===== config.mk =====
export PLATFORM = sky130hd
export DESIGN_NAME = usb_adma_ctrl
export DESIGN_NICKNAME = d
export VERILOG_FILES = /design/src/rtl/usbadma_pkg.sv /design/src/rtl/usbadma_toggle.sv /design/src/rtl/usbadma_events.sv /design/src/rtl/usbadma_fsm.sv /design/src/rtl/usb_adma_ctrl.sv
export SDC_FILE = /design/constraint.sdc
export NUM_CORES = 1
export LEC_CHECK = 0
export ABC_AREA = 1
export BUFFER_PORTS_ARGS = -buffer_cell sky130_fd_sc_hd__buf_2
export CAP_MARGIN = 10
export CORE_UTILIZATION = 53
export CTS_CLUSTER_SIZE = 8
export DETAILED_ROUTE_END_ITERATION = 8
export PLACE_DENSITY = 0.84
export SETUP_SLACK_MARGIN = 0.5
export SLEW_MARGIN = 20
export SYNTH_ARGS = -nofsm -noshare
export SYNTH_HDL_FRONTEND = slang
export SYNTH_SLANG_ARGS = --single-unit

===== constraint.sdc =====
create_clock -name clk -period 2.4 [get_ports clk]
set_input_delay 0.48 -clock clk [delete_from_list [all_inputs] [get_ports clk]]
set_output_delay 0.48 -clock clk [all_outputs]
set_load 0.02 [all_outputs]

===== src/rtl/usbadma_pkg.sv =====
package usbadma_pkg;
   typedef enum logic [1:0] {
      ST_IDLE   = 2'd0,
      ST_WAIT   = 2'd1,
      ST_ACTIVE = 2'd2,
      ST_DRAIN  = 2'd3
   } adma_state_e;

   localparam int EV_HALT   = 0;
   localparam int EV_ERR    = 1;
   localparam int EV_CNT0   = 2;
   localparam int EV_SHORT  = 3;
   localparam int EV_RDY    = 4;
   localparam int EV_NTGL   = 5;
   localparam int EV_STICKY = 4;
   localparam int EV_W      = 8;
endpackage


===== src/rtl/usbadma_toggle.sv =====
module usbadma_toggle #(
   parameter int EP_W = 3
) (
   input  logic            clk,
   input  logic            rst_n,
   input  logic            load,
   input  logic            load_val,
   input  logic            pkt_vld,
   input  logic [EP_W-1:0] pkt_ep,
   input  logic [EP_W-1:0] ep_sel,
   output logic            ep_hit,
   output logic            ntgl
);
   assign ep_hit = pkt_vld && (pkt_ep == ep_sel);

   always_ff @(posedge clk or negedge rst_n) begin
      if (!rst_n)      ntgl <= 1'b0;
      else if (load)   ntgl <= load_val;
      else if (ep_hit) ntgl <= ~ntgl;
   end

   // software load beats a same-cycle hardware inversion
   p_load_wins_r5: assert property (@(posedge clk) disable iff (!rst_n)
      load |=> (ntgl == $past(load_val)));
   // only a chosen-endpoint strobe inverts the toggle
   p_flip_r5: assert property (@(posedge clk) disable iff (!rst_n)
      (!load && ep_hit) |=> (ntgl != $past(ntgl)));
   p_hold_r11: assert property (@(posedge clk) disable iff (!rst_n)
      (!load && !ep_hit) |=> $stable(ntgl));
endmodule


===== src/rtl/usbadma_events.sv =====
module usbadma_events
   import usbadma_pkg::*;
#(
   parameter int CNT_W    = 8,
   parameter bit SET_WINS = 1'b1
) (
   input  logic                 clk,
   input  logic                 rst_n,
   input  logic                 wr,
   input  logic [EV_STICKY-1:0] wdata,
   input  logic                 cnt_we,
   input  logic [CNT_W-1:0]     cnt_wdata,
   input  logic                 hit,
   input  logic                 dir_tx,
   input  logic                 ign_rx_tgl,
   input  logic                 ntgl,
   input  logic                 pkt_tgl,
   input  logic                 pkt_err,
   input  logic                 pkt_ack,
   input  logic                 pkt_short,
   input  logic                 halt_done,
   output logic [EV_STICKY-1:0] sticky
);
   localparam logic [CNT_W-1:0] CNT_ONE = CNT_W'(1);

   logic [EV_STICKY-1:0] ev_set, keep, ev_d;
   logic [CNT_W-1:0]     cnt_q;
   logic                 mism, bad, dec;

   assign mism = (pkt_tgl != ntgl);
   assign bad  = dir_tx ? (!pkt_ack || mism) : (pkt_err || (mism && !ign_rx_tgl));
   assign dec  = hit && !bad && (cnt_q != '0);

   always_comb begin
      ev_set            = '0;
      ev_set[EV_HALT]   = halt_done;
      ev_set[EV_ERR]    = hit && bad;
      ev_set[EV_CNT0]   = dec && (cnt_q == CNT_ONE);
      ev_set[EV_SHORT]  = hit && !dir_tx && pkt_short;
   end

   assign keep = wr ? wdata : '1;

   generate
      if (SET_WINS) begin : g_set_wins
         assign ev_d = ev_set | (sticky & keep);
      end else begin : g_clr_wins
         assign ev_d = (ev_set | sticky) & keep;
      end
   endgenerate

   always_ff @(posedge clk or negedge rst_n) begin
      if (!rst_n) begin
         sticky <= '0;
         cnt_q  <= '0;
      end else begin
         sticky <= ev_d;
         if (cnt_we)   cnt_q <= cnt_wdata;
         else if (dec) cnt_q <= cnt_q - CNT_ONE;
      end
   end

   // without a zero in the write data no sticky bit can drop
   p_w1_noeffect_r2: assert property (@(posedge clk) disable iff (!rst_n)
      (!wr || (wdata == '1)) |=> ((sticky & $past(sticky)) == $past(sticky)));
   // ignored receive mismatch on a clean packet never raises the error bit
   p_rx_ignore_r6: assert property (@(posedge clk) disable iff (!rst_n)
      (hit && !dir_tx && ign_rx_tgl && !pkt_err && !sticky[EV_ERR]) |=> !sticky[EV_ERR]);
   // short flag never comes from a transmit packet
   p_short_rx_only_r7: assert property (@(posedge clk) disable iff (!rst_n)
      (dir_tx && !sticky[EV_SHORT]) |=> !sticky[EV_SHORT]);
endmodule


===== src/rtl/usbadma_fsm.sv =====
module usbadma_fsm
   import usbadma_pkg::*;
(
   input  logic        clk,
   input  logic        rst_n,
   input  logic        en,
   input  logic        auto_req,
   input  logic        sw_halt,
   input  logic        evt_any,
   input  logic        flush_ok,
   input  logic        xfer_busy,
   input  logic        ep_hit,
   output adma_state_e state,
   output logic        engaged,
   output logic        halt_done
);
   adma_state_e st_d;
   logic        hpend_q, stop;

   assign stop      = sw_halt || !en || !auto_req || evt_any;
   assign engaged   = (state == ST_ACTIVE) || (state == ST_DRAIN);
   assign halt_done = (state == ST_IDLE) && (sw_halt || hpend_q);

   always_comb begin
      st_d = state;
      unique case (state)
         ST_IDLE:   if (!sw_halt && en && auto_req && !evt_any) st_d = ST_WAIT;
         ST_WAIT:   if (stop) st_d = ST_IDLE;
                    else if (flush_ok) st_d = ST_ACTIVE;
         ST_ACTIVE: if (stop) st_d = ST_DRAIN;
         ST_DRAIN:  if (ep_hit || !xfer_busy) st_d = ST_IDLE;
         default:   st_d = ST_IDLE;
      endcase
   end

   always_ff @(posedge clk or negedge rst_n) begin
      if (!rst_n) begin
         state   <= ST_IDLE;
         hpend_q <= 1'b0;
      end else begin
         state   <= st_d;
         hpend_q <= (state == ST_IDLE) ? 1'b0 : (hpend_q || sw_halt);
      end
   end

   // pending status blocks entry
   p_no_entry_r3: assert property (@(posedge clk) disable iff (!rst_n)
      (state == ST_IDLE && evt_any) |=> (state == ST_IDLE));
   // no activation before flush-done
   p_flush_gate_r3: assert property (@(posedge clk) disable iff (!rst_n)
      (state == ST_WAIT && !flush_ok) |=> (state != ST_ACTIVE));
   // a status event ends the active phase
   p_stop_on_event_r4: assert property (@(posedge clk) disable iff (!rst_n)
      (state == ST_ACTIVE && evt_any) |=> (state == ST_DRAIN));
   // draining waits for the in-flight packet
   p_drain_hold_r4: assert property (@(posedge clk) disable iff (!rst_n)
      (state == ST_DRAIN && xfer_busy && !ep_hit) |=> (state == ST_DRAIN));
endmodule


===== src/rtl/usb_adma_ctrl.sv =====
module usb_adma_ctrl
   import usbadma_pkg::*;
#(
   parameter int EP_W     = 3,
   parameter int CNT_W    = 8,
   parameter bit SET_WINS = 1'b1
) (
   input  logic                 clk,
   input  logic                 rst_n,
   input  logic                 ctl_we,
   input  logic                 ctl_en,
   input  logic                 ctl_auto,
   input  logic                 ctl_dir_tx,
   input  logic                 ctl_ign_rx_tgl,
   input  logic [EP_W-1:0]      ctl_ep,
   input  logic                 tgl_we,
   input  logic                 tgl_wdata,
   input  logic                 sw_halt,
   input  logic                 evt_we,
   input  logic [EV_STICKY-1:0] evt_wdata,
   input  logic                 cnt_we,
   input  logic [CNT_W-1:0]     cnt_wdata,
   input  logic                 flush_ok,
   input  logic                 xfer_busy,
   input  logic                 pkt_vld,
   input  logic [EP_W-1:0]      pkt_ep,
   input  logic                 pkt_tgl,
   input  logic                 pkt_err,
   input  logic                 pkt_ack,
   input  logic                 pkt_short,
   input  logic                 ep_tgl,
   output logic                 ready,
   output logic                 next_tgl,
   output logic                 tx_tgl,
   output logic [EV_W-1:0]      evt_rd,
   output logic                 irq
);
   generate
      if (EP_W < 1 || EP_W > 8) begin : g_bad_ep_w
         $error("EP_W must lie in 1..8");
      end
      if (CNT_W < 2 || CNT_W > 32) begin : g_bad_cnt_w
         $error("CNT_W must lie in 2..32");
      end
   endgenerate

   logic            en_q, auto_q, dir_q, ign_q;
   logic [EP_W-1:0] ep_q;

   always_ff @(posedge clk or negedge rst_n) begin
      if (!rst_n) begin
         en_q   <= 1'b0;
         auto_q <= 1'b0;
         dir_q  <= 1'b0;
         ign_q  <= 1'b0;
         ep_q   <= '0;
      end else if (ctl_we) begin
         en_q   <= ctl_en;
         auto_q <= ctl_auto;
         dir_q  <= ctl_dir_tx;
         ign_q  <= ctl_ign_rx_tgl;
         ep_q   <= ctl_ep;
      end
   end

   adma_state_e          state;
   logic                 ep_hit, engaged, halt_done;
   logic [EV_STICKY-1:0] sticky;

   usbadma_toggle #(.EP_W(EP_W)) u_tgl (
      .clk(clk), .rst_n(rst_n), .load(tgl_we), .load_val(tgl_wdata),
      .pkt_vld(pkt_vld), .pkt_ep(pkt_ep), .ep_sel(ep_q),
      .ep_hit(ep_hit), .ntgl(next_tgl)
   );

   usbadma_fsm u_fsm (
      .clk(clk), .rst_n(rst_n), .en(en_q), .auto_req(auto_q), .sw_halt(sw_halt),
      .evt_any(|sticky), .flush_ok(flush_ok), .xfer_busy(xfer_busy),
      .ep_hit(ep_hit), .state(state), .engaged(engaged), .halt_done(halt_done)
   );

   usbadma_events #(.CNT_W(CNT_W), .SET_WINS(SET_WINS)) u_evt (
      .clk(clk), .rst_n(rst_n), .wr(evt_we), .wdata(evt_wdata),
      .cnt_we(cnt_we), .cnt_wdata(cnt_wdata), .hit(ep_hit && engaged),
      .dir_tx(dir_q), .ign_rx_tgl(ign_q), .ntgl(next_tgl), .pkt_tgl(pkt_tgl),
      .pkt_err(pkt_err), .pkt_ack(pkt_ack), .pkt_short(pkt_short),
      .halt_done(halt_done), .sticky(sticky)
   );

   assign ready  = engaged;
   assign irq    = |sticky;
   assign tx_tgl = (ready && dir_q) ? next_tgl : ep_tgl;

   always_comb begin
      evt_rd                  = '0;
      evt_rd[EV_STICKY-1:0]   = sticky;
      evt_rd[EV_RDY]          = ready;
      evt_rd[EV_NTGL]         = next_tgl;
   end

   // ready rises only after flush-done was seen
   p_ready_needs_flush_r3: assert property (@(posedge clk) disable iff (!rst_n)
      $rose(ready) |-> $past(flush_ok));
   // halt bit appears only out of idle
   p_halt_after_idle_r8: assert property (@(posedge clk) disable iff (!rst_n)
      $rose(evt_rd[EV_HALT]) |-> $past(state == ST_IDLE));
   // interrupt request never drops without a status write
   p_irq_sticky_r2: assert property (@(posedge clk) disable iff (!rst_n)
      (irq && !evt_we) |=> irq);
endmodule


# Word-level counts from Yosys, hierarchy flattened
# Index checks and enable logic that the tools add are counted.
dict set report classes {
  bitwise_logic 3
  addsub 1
  n_mux 14
  eq_ne 10
  reduce_logical 37
}
# cell count
set op_table {}
lappend op_table {{$mux W8} 2}
lappend op_table {{$logic_and A1 B1 Y1} 14}
lappend op_table {{$mux W2} 5}
lappend op_table {{$logic_not A1 Y1} 9}
lappend op_table {{$eq A8 B1 Y1 const B} 1}
lappend op_table {{$logic_or A1 B1 Y1} 8}
lappend op_table {{$pmux W2 S4} 1}
lappend op_table {{$reduce_bool A8 Y1} 1}
lappend op_table {{$sub A8 B1 Y8 const B} 1}
lappend op_table {{$mux W1} 5}
lappend op_table {{$and A4 B4 Y4} 1}
lappend op_table {{$eq A2 B2 Y1 const B} 2}
lappend op_table {{$mux W4} 1}
lappend op_table {{$ne A2 B1 Y1 const B} 2}
lappend op_table {{$or A4 B4 Y4} 1}
lappend op_table {{$reduce_and A4 Y1} 1}
lappend op_table {{$reduce_bool A2 Y1} 2}
lappend op_table {{$reduce_or A4 Y1} 1}
lappend op_table {{$eq A3 B3 Y1} 1}
lappend op_table {{$ne A3 B2 Y1 const B} 1}
lappend op_table {{$eq A2 B1 Y1 const B} 1}
lappend op_table {{$logic_not A2 Y1} 1}
lappend op_table {{$ne A2 B2 Y1 const B} 1}
lappend op_table {{$ne A1 B1 Y1} 1}
lappend op_table {{$not A1 Y1} 1}
dict set report word_totals {
  register_bits 23
  output_inout_bits 12
  word_cells 75
  in_bits 38
}

# Logic depth before layout (Yosys ltp)
# Gate-level depths: netlist of run 1.
dict set report depth {
  word_depth 9
  mapped_depth 10
  depth_no_buf 10
}

# Modules after synthesis
# A second synthesis of run 1 with hierarchy kept.
dict set report unflattened {
  hier_cells 226
  hier_area_um2 1506.4
}
# mod cells_each area_each_um2 seq_area_each_um2 n_inst
set by_module_without_submodules {}
lappend by_module_without_submodules {usbadma_events 126 834.6 300.3 1}
lappend by_module_without_submodules {usb_adma_ctrl 43 354.1 175.2 1}
lappend by_module_without_submodules {usbadma_fsm 31 191.4 75.1 1}
lappend by_module_without_submodules {usbadma_toggle 26 126.4 25.0 1}

# Worst setup path after synthesis of run 1
# No wires, ideal clock.
dict set report synth_path {
  kind {register -> register}
  start {register u_evt.sticky[0]}
  end {register u_fsm.state[0]}
  path_stages_with_launch 10
  required_ns 2.281
  path_slack_ns 0.990
  t_arrival_ns 1.291
  setup_time_ns 0.119
  synth_period_minus_slack_ns 1.410
  n_path_buf 0
  cell_sequence {dfrtp_1 > nor2_1 > nand2_1 > nor2_1 > nand2_1 > nand2_1 > inv_1 > nand3_1 > nand2_1 > and2_1}
}
dict set report synth_between {
  elab_chain_cells 5
  elab_cells_between_ends 10
  cone_classes {eq/ne (3); mux (2); reduce/logical (5)}
}
# item line_no
set synth_lines {}
lappend synth_lines {{from (decl)} usbadma_events.sv:22} ;# output logic [EV_STICKY-1:0] sticky
lappend synth_lines {{from (signal assigned)} usbadma_events.sv:57} ;# sticky <= ev_d;
lappend synth_lines {{$reduce_or A4 Y1 *} n/a}
lappend synth_lines {{named net irq} usb_adma_ctrl.sv:36} ;# output logic irq
lappend synth_lines {{$logic_not A1 Y1} usbadma_fsm.sv:27} ;# ST_IDLE: if (!sw_halt && en && auto_req && !evt_any) st_d = ST_WAIT;
lappend synth_lines {{$logic_and A1 B1 Y1} usbadma_fsm.sv:27}
lappend synth_lines {{$ne A2 B1 Y1 (no source line)} n/a}
lappend synth_lines {{$reduce_and A4 Y1 (no source line)} n/a}
lappend synth_lines {{to (signal assigned)} usbadma_fsm.sv:41} ;# state <= st_d;
lappend synth_lines {{to (decl)} usbadma_fsm.sv:13} ;# output adma_state_e state,
# Mark *: on every way through the listed nets, which the timed path passes. The rest lies on a longest branch.
# A chain may end at the register's enable or synchronous reset.

==> results of run 1 <==
layout by cell type (no fill, tap or decap), types with 3 or more instances in the layout:
cell type and n:
nand2_1 61, a21oi_1 3, o21ai_1 4, nand4_1 4
buf_2 47, nor2_2 4, ha_1 3, mux2_2 4
inv_1 20, nand3_1 16, nor2_1 15, clkbuf_4 3
o21ai_0 10, dfrtp_1 22
power groups by stage:
| stage | Sequential (mW) | Combinational, mW | Clock [mW] |
|---|---|---|---|
| final | 0.515 | 0.392 | 0.174 |
| after global routing | 0.526 | 0.448 | 0.203 |
| after CTS | 0.513 | 0.394 | 0.181 |
| after detailed placement | 0.520 | 0.393 | 0 |
| after global placement | 0.519 | 0.386 | 0 |
| after floorplan | 0.514 | 0.297 | 0 |
cell families after synthesis:
group	after synthesis	share of synthesized area, %
simple gates	111	34.9
mux	4	3.11
compound gates	22	9.06
flops	23	39.7
other cells	1	0.259
xor+xnor	2	1.21
fa+ha+maj	3	2.59
buf+inv	30	9.23
stage by stage:
stage	power [mW]	area [µm²]	utilization, %
after floorplan	0.811	1450	-
after global placement	0.905	1670	66.3
after detailed placement	0.913	1670	66.3
after CTS	1.09	1700	67.3
after global routing	1.18	1700	67.4
final	1.08	1700	67.4
worst max-delay path: stages, from the launching register on:
cell and delay (ns):
dfrtp_2 0.48, inv_1 0.11, o21ai_0 0.15, nand2_1 0.06
buf_2 0.15
worst max path at each step:
stage | startpoint | endpoint | slack, ns | cells after the start
floorplan | u_evt.sticky[0]$_DFF_PN0_ | u_fsm.state[0]$_DFFE_PN0P_ | 0.99 | 9
global placement | register | tx_tgl | 0.92 | 4
detailed placement | register | tx_tgl | 0.90 | 4
CTS | register | tx_tgl | 0.54 | 4
global route | register | tx_tgl | 0.56 | 4
finish | register | tx_tgl | 0.66 | 4
per-layer routing:
metal | up-vias | global-route usage, % | share of wire, %
met1 | 580 | 28.8 | 47
met3 | 2 | 6.11 | 5.4
met2 | 39 | 41.1 | 47
met5 | - | 0 | 0
li1 | 704 | - | -
met4 | 0 | 5.13 | 0.70
cell type report:
cell class                      instances  area [µm²]  area share, %
Clock buffer                            4        26.3           1.55
Inverter                               21        78.8           4.64
Multi-Input combinational cell        144         744           43.8
Sequential cell                        23         577           33.9
Tap cell                               30        37.5           2.21
Timing Repair Buffer                   47         235           13.8
==> metrics.txt, run 1 <==
count leader, synth nand2_1; Setup Viol. Count Final 0; Hold Buf Count CTS 0; CP arrival 1.26 ns; first-pass GRT wire length 4890 µm; Core Region 2520 µm²; Layout Cells excl Fill 269; dpl ws 0.905 ns; Nets 281; I/O Pins 50; CTS root buffer clkbuf_4; dominant cells by area after synthesis dfrtp_1, nand2_1, nand3_1; status finished clean; Die X 54.3 µm; P_int 0.672 mW; library cells used by synthesis 32; Final Hold Vio Count 0; biggest regs u_evt.cnt_q (8), u_evt.sticky (4), ep_q (3); Seq/Total Area, Yosys 39.7%; R2R Setup Slk 1.00 ns; initial antenna violation count 0; area leader, netlist dfrtp_1; Main synth FF type dfrtp_1; # diodes 0; count of input and output buffers 47; fin crit share 72.3%; Sw Share 37.8%; full die area 2950 µm²; Tot GR Track Use 23.5%; initial cell density of the core 57.5%; top cell type's share of synthesized area 39.7%; Overflow after GRT 0; synthesis-to-layout area growth 17.2%; Slew HR 65.8%; Resized cells post-CTS 0; largest net degree at the start of global routing 24; CTS clock-pin slew for the worst setup and hold paths 0.12 ns; Setup Buffers After CTS 0; row count 18; worst reg2reg path startpoint u_evt.cnt_q[0]$_DFFE_PN0P_; Post-Syn Area 1450 µm²; Final TNS setup 0 ns; Post-synth EDFFs 0; Ys Warns 0; routability cong. 0.794; crit path launch type register; r2r worst-path depth 7; switching pwr 0.408 mW; vias in the first global route 1200; fillers 240; Final Max Tran Viols 0; DRT iter0 DRCs 19; RSZ-0062 raised after global routing false; top fanout value on the critical path 11; Sequential Power Share 47.6%; Worst Setup Path Type reg -> out; CTS tree yes; P_leak 0.939 nW; VDD IR-drop max 445 µV; Clock Skew 0.00544 ns; CTS buffer count 3; Achievable Freq 576 MHz; Max-Cap Viols 0; drt pass-1 iters 4; number of flip-flops in the largest register 8; Logic pwr share 36.3%; worst hold path class in -> async; WL final 2860 µm; Synth Instances 196; HPWL after detailed placement 2260 µm; Min Hold Slack 0.115 ns; Via density 4.93; Critical Path RT 1.92 ns; ys async rst share 100%; wire per inst 10.6 µm; via count 1325; #FFs+latches synth 23; setup ws final 0.665 ns; clk sinks 23; Clk pwr share 16.1%; Die Ht 54.3 µm; CP Capture Type output pin; H-Tree Depth 1; Worst-Skew Late Latency 0.31 ns; pwr dens 636 nW/µm²; worst slew pin tran 0.512 ns; DR DRC count 0; ANT nets after route 0; layout cells sized above 1 28.5%; Biggest register u_evt.cnt_q; commonest cells in the netlist nand2_1, dfrtp_1, inv_1, nand3_1, nor2_1; post-layout minimum cycle time 1.74 ns; Max Buffers Root-to-Sink 2; Syn Area/Cell 7.40 µm²; Placed Instances 265; R2R Path End u_evt.cnt_q[6]$_DFFE_PN0P_
Power figures use the tool's default switching activity.
==> run 2: changes to the inputs <==
--- a/config.mk
+++ b/config.mk
@@ -8,10 +8,10 @@
 export ABC_AREA = 1
 export BUFFER_PORTS_ARGS = -buffer_cell sky130_fd_sc_hd__buf_2
 export CAP_MARGIN = 10
-export CORE_UTILIZATION = 53
+export CORE_UTILIZATION = 45
 export CTS_CLUSTER_SIZE = 8
 export DETAILED_ROUTE_END_ITERATION = 8
-export PLACE_DENSITY = 0.84
+export PLACE_DENSITY = 0.76
 export SETUP_SLACK_MARGIN = 0.5
 export SLEW_MARGIN = 20
 export SYNTH_ARGS = -nofsm -noshare
==> constraint.sdc (replaced) <==
create_clock -name clk -period 1.45 [get_ports clk]
set_input_delay 0.29 -clock clk [delete_from_list [all_inputs] [get_ports clk]]
set_output_delay 0.29 -clock clk [all_outputs]
set_load 0.02 [all_outputs]
==> metrics.txt, run 2 (synthesized netlist as in run 1, its figures left out) <==
status finished clean (unchanged); Nets 309 (was 281); biggest regs u_evt.cnt_q (8), u_evt.sticky (4), ep_q (3) (unchanged); row count 20 (was 18); count of input and output buffers 47 (unchanged); CP delay by family, top flip-flops (unchanged); Placed Instances 281 (was 265); # diodes 0 (unchanged); worst reg2reg path startpoint u_evt.sticky[0]$_DFF_PN0_ (was u_evt.cnt_q[0]$_DFFE_PN0P_); Core Region 3050 µm² (was 2520 µm²); post-layout minimum cycle time 1.41 ns; Overflow after GRT 0 (unchanged); Die X 58.8 µm (was 54.3 µm); clk sinks 23 (unchanged); Tot GR Track Use 22.7% (was 23.5%); slowest stage cell, crit path dfrtp_2 (unchanged); Layout Cells excl Fill 311 (was 269); CP Capture Type output pin (unchanged); largest net degree at the start of global routing 24 (unchanged); Biggest register u_evt.cnt_q (unchanged); initial antenna violation count 0 (unchanged); RSZ-0062 raised after global routing true (was false); layout cells sized above 1 49.8% (was 28.5%); slowest stage delay, CP 0.47 ns (was 0.48 ns); Min Hold Slack 0.160 ns (was 0.115 ns); CTS buffer count 3 (unchanged); pwr dens 1030 nW/µm² (was 636 nW/µm²); first-pass GRT wire length 6000 µm (was 4890 µm); I/O Pins 50 (unchanged); Worst-Skew Late Latency 0.32 ns (was 0.31 ns); synthesis-to-layout area growth 48.7% (was 17.2%); Final Hold Vio Count 0 (unchanged); drt pass-1 iters 4 (unchanged); ANT nets after route 0 (unchanged); Setup Viol. Count Final 0 (unchanged); worst hold path class in -> reg (was in -> async); Via density 4.95 (was 4.93); commonest cells after routing, fill and taps aside nand2_1, buf_2, buf_4 (was nand2_1, buf_2, dfrtp_1); hold wc startpoint ctl_ep[2]; CTS tree yes (unchanged); DR DRC count 0 (unchanged); Max-Cap Viols 0 (unchanged); Critical path buffers and inverters 2 (unchanged); number of flip-flops in the largest register 8 (unchanged); Critical Path RT 1.16 ns (was 1.92 ns); Achievable Freq 707 MHz; fin crit share 97.5%; Die Ht 58.8 µm (was 54.3 µm); P_leak 1.10 nW (was 0.939 nW); commonest non-fill, non-tap cell in the layout nand2_1 (unchanged); crit path launch type register (unchanged); CTS root buffer clkbuf_4 (unchanged); initial cell density of the core 47.5% (was 57.5%); Max Buffers Root-to-Sink 2 (unchanged); via count 1538 (was 1325); DRT iter0 DRCs 88 (was 19); VDD IR-drop max 682 µV (was 445 µV); Final Max Tran Viols 0 (unchanged); CTS clock-pin slew for the worst setup and hold paths 0.15 ns (was 0.12 ns); critical path, cell by cell buf_4, buf_2 (was inv_1, o21ai_0, nand2_1, buf_2); H-Tree Depth 1 (unchanged); vias in the first global route 1443 (was 1200); full die area 3450 µm² (was 2950 µm²); top fanout value on the critical path 9 (was 11); WL final 3680 µm (was 2860 µm); Worst Setup Path Type reg -> out (unchanged); Clock Skew 0.00514 ns (was 0.00544 ns); routability cong. 0.899 (was 0.794); HPWL after detailed placement 2240 µm (was 2260 µm); CP arrival 1.12 ns (was 1.26 ns); wire per inst 11.8 µm (was 10.6 µm)
[run 2: cell count changes in the layout (fill, tap and decap cells not counted), moves of 5 or more]
cell and delta:
nor2_1 -5, nand2_1 -13, inv_1 -6, dfrtp_2 +5, inv_2 +5, nand2_2 +12
buf_6 +14, buf_4 +20, buf_2 -10, dfrtp_1 -5
[run 2: what timing repair did]
action	CTS	global route
pin swaps	13	9
setup buffers	17	7
endpoints found under the setup margin	24	32
cloned	1	0
resized for setup	40	14
endpoints found under the hold margin	23	0
hold buffers	1	0
[run 2: worst paths after layout]
kind                       slack (ns)  cells after the start                          to
max                              0.04                      2                   evt_rd[4]
min                              0.16                      3         ep_q[2]$_DFFE_PN0P_
max reg2reg                      0.08                      8  u_fsm.state[0]$_DFFE_PN0P_
min reg2reg                      0.52                      2     u_fsm.hpend_q$_DFF_PN0_
max in group asynchronous        0.77                      2   u_evt.sticky[2]$_DFF_PN0_
min in group asynchronous        0.41                      2         ep_q[0]$_DFFE_PN0P_
[run 2: report_power, final]
part / total [mW] / switching (mW) / internal (mW) / leakage [nW]
Combinational: 1.03 / 0.534 / 0.499 / 0.816
Clock: 0.328 / 0.222 / 0.105 / 0.0139
Sequential: 0.857 / 0.106 / 0.751 / 0.275
[run 2: through the flow]
stage | cell area, µm² | utilization, % | total power [mW] | setup TNS (ns) | setup WS (ns)
final | 2160 | 70.6 | 2.22 | 0 | 0.0366
after global routing | 2160 | 70.6 | 2.36 | -0.0325 | -0.0121
after CTS | 2040 | 66.8 | 2.11 | 0 | 0.0495
after detailed placement | 1730 | 56.8 | 1.55 | 0 | 0.123
after global placement | 1730 | 56.8 | 1.54 | 0 | 0.134
after floorplan | 1510 | - | 1.40 | 0 | 0.138
[run 2: area by class of cell]
type	count	area, µm²
tap	44	55.1
clock buffer	3	22.5
inverter	21	81.3
fill	251	897
multi-input combinational	145	876
clock inverter	1	7.51
timing repair buffer	74	531
sequential	23	583
[run 2: worst min-delay path, stage by stage]
cell	delay [ns]
buf_2	0.07
nand2_1	0.04
o21ai_0	0.05
[run 2: routing by layer]
| layer | up-vias | GRT usage (%) | part of all wire (%) |
|---|---|---|---|
| li1 | 767 | - | - |
| met1 | 728 | 27.0 | 42 |
| met2 | 41 | 42.4 | 53 |
| met3 | 2 | 3.96 | 4.2 |
| met4 | 0 | 5.10 | 0.54 |
| met5 | - | 0 | 0 |
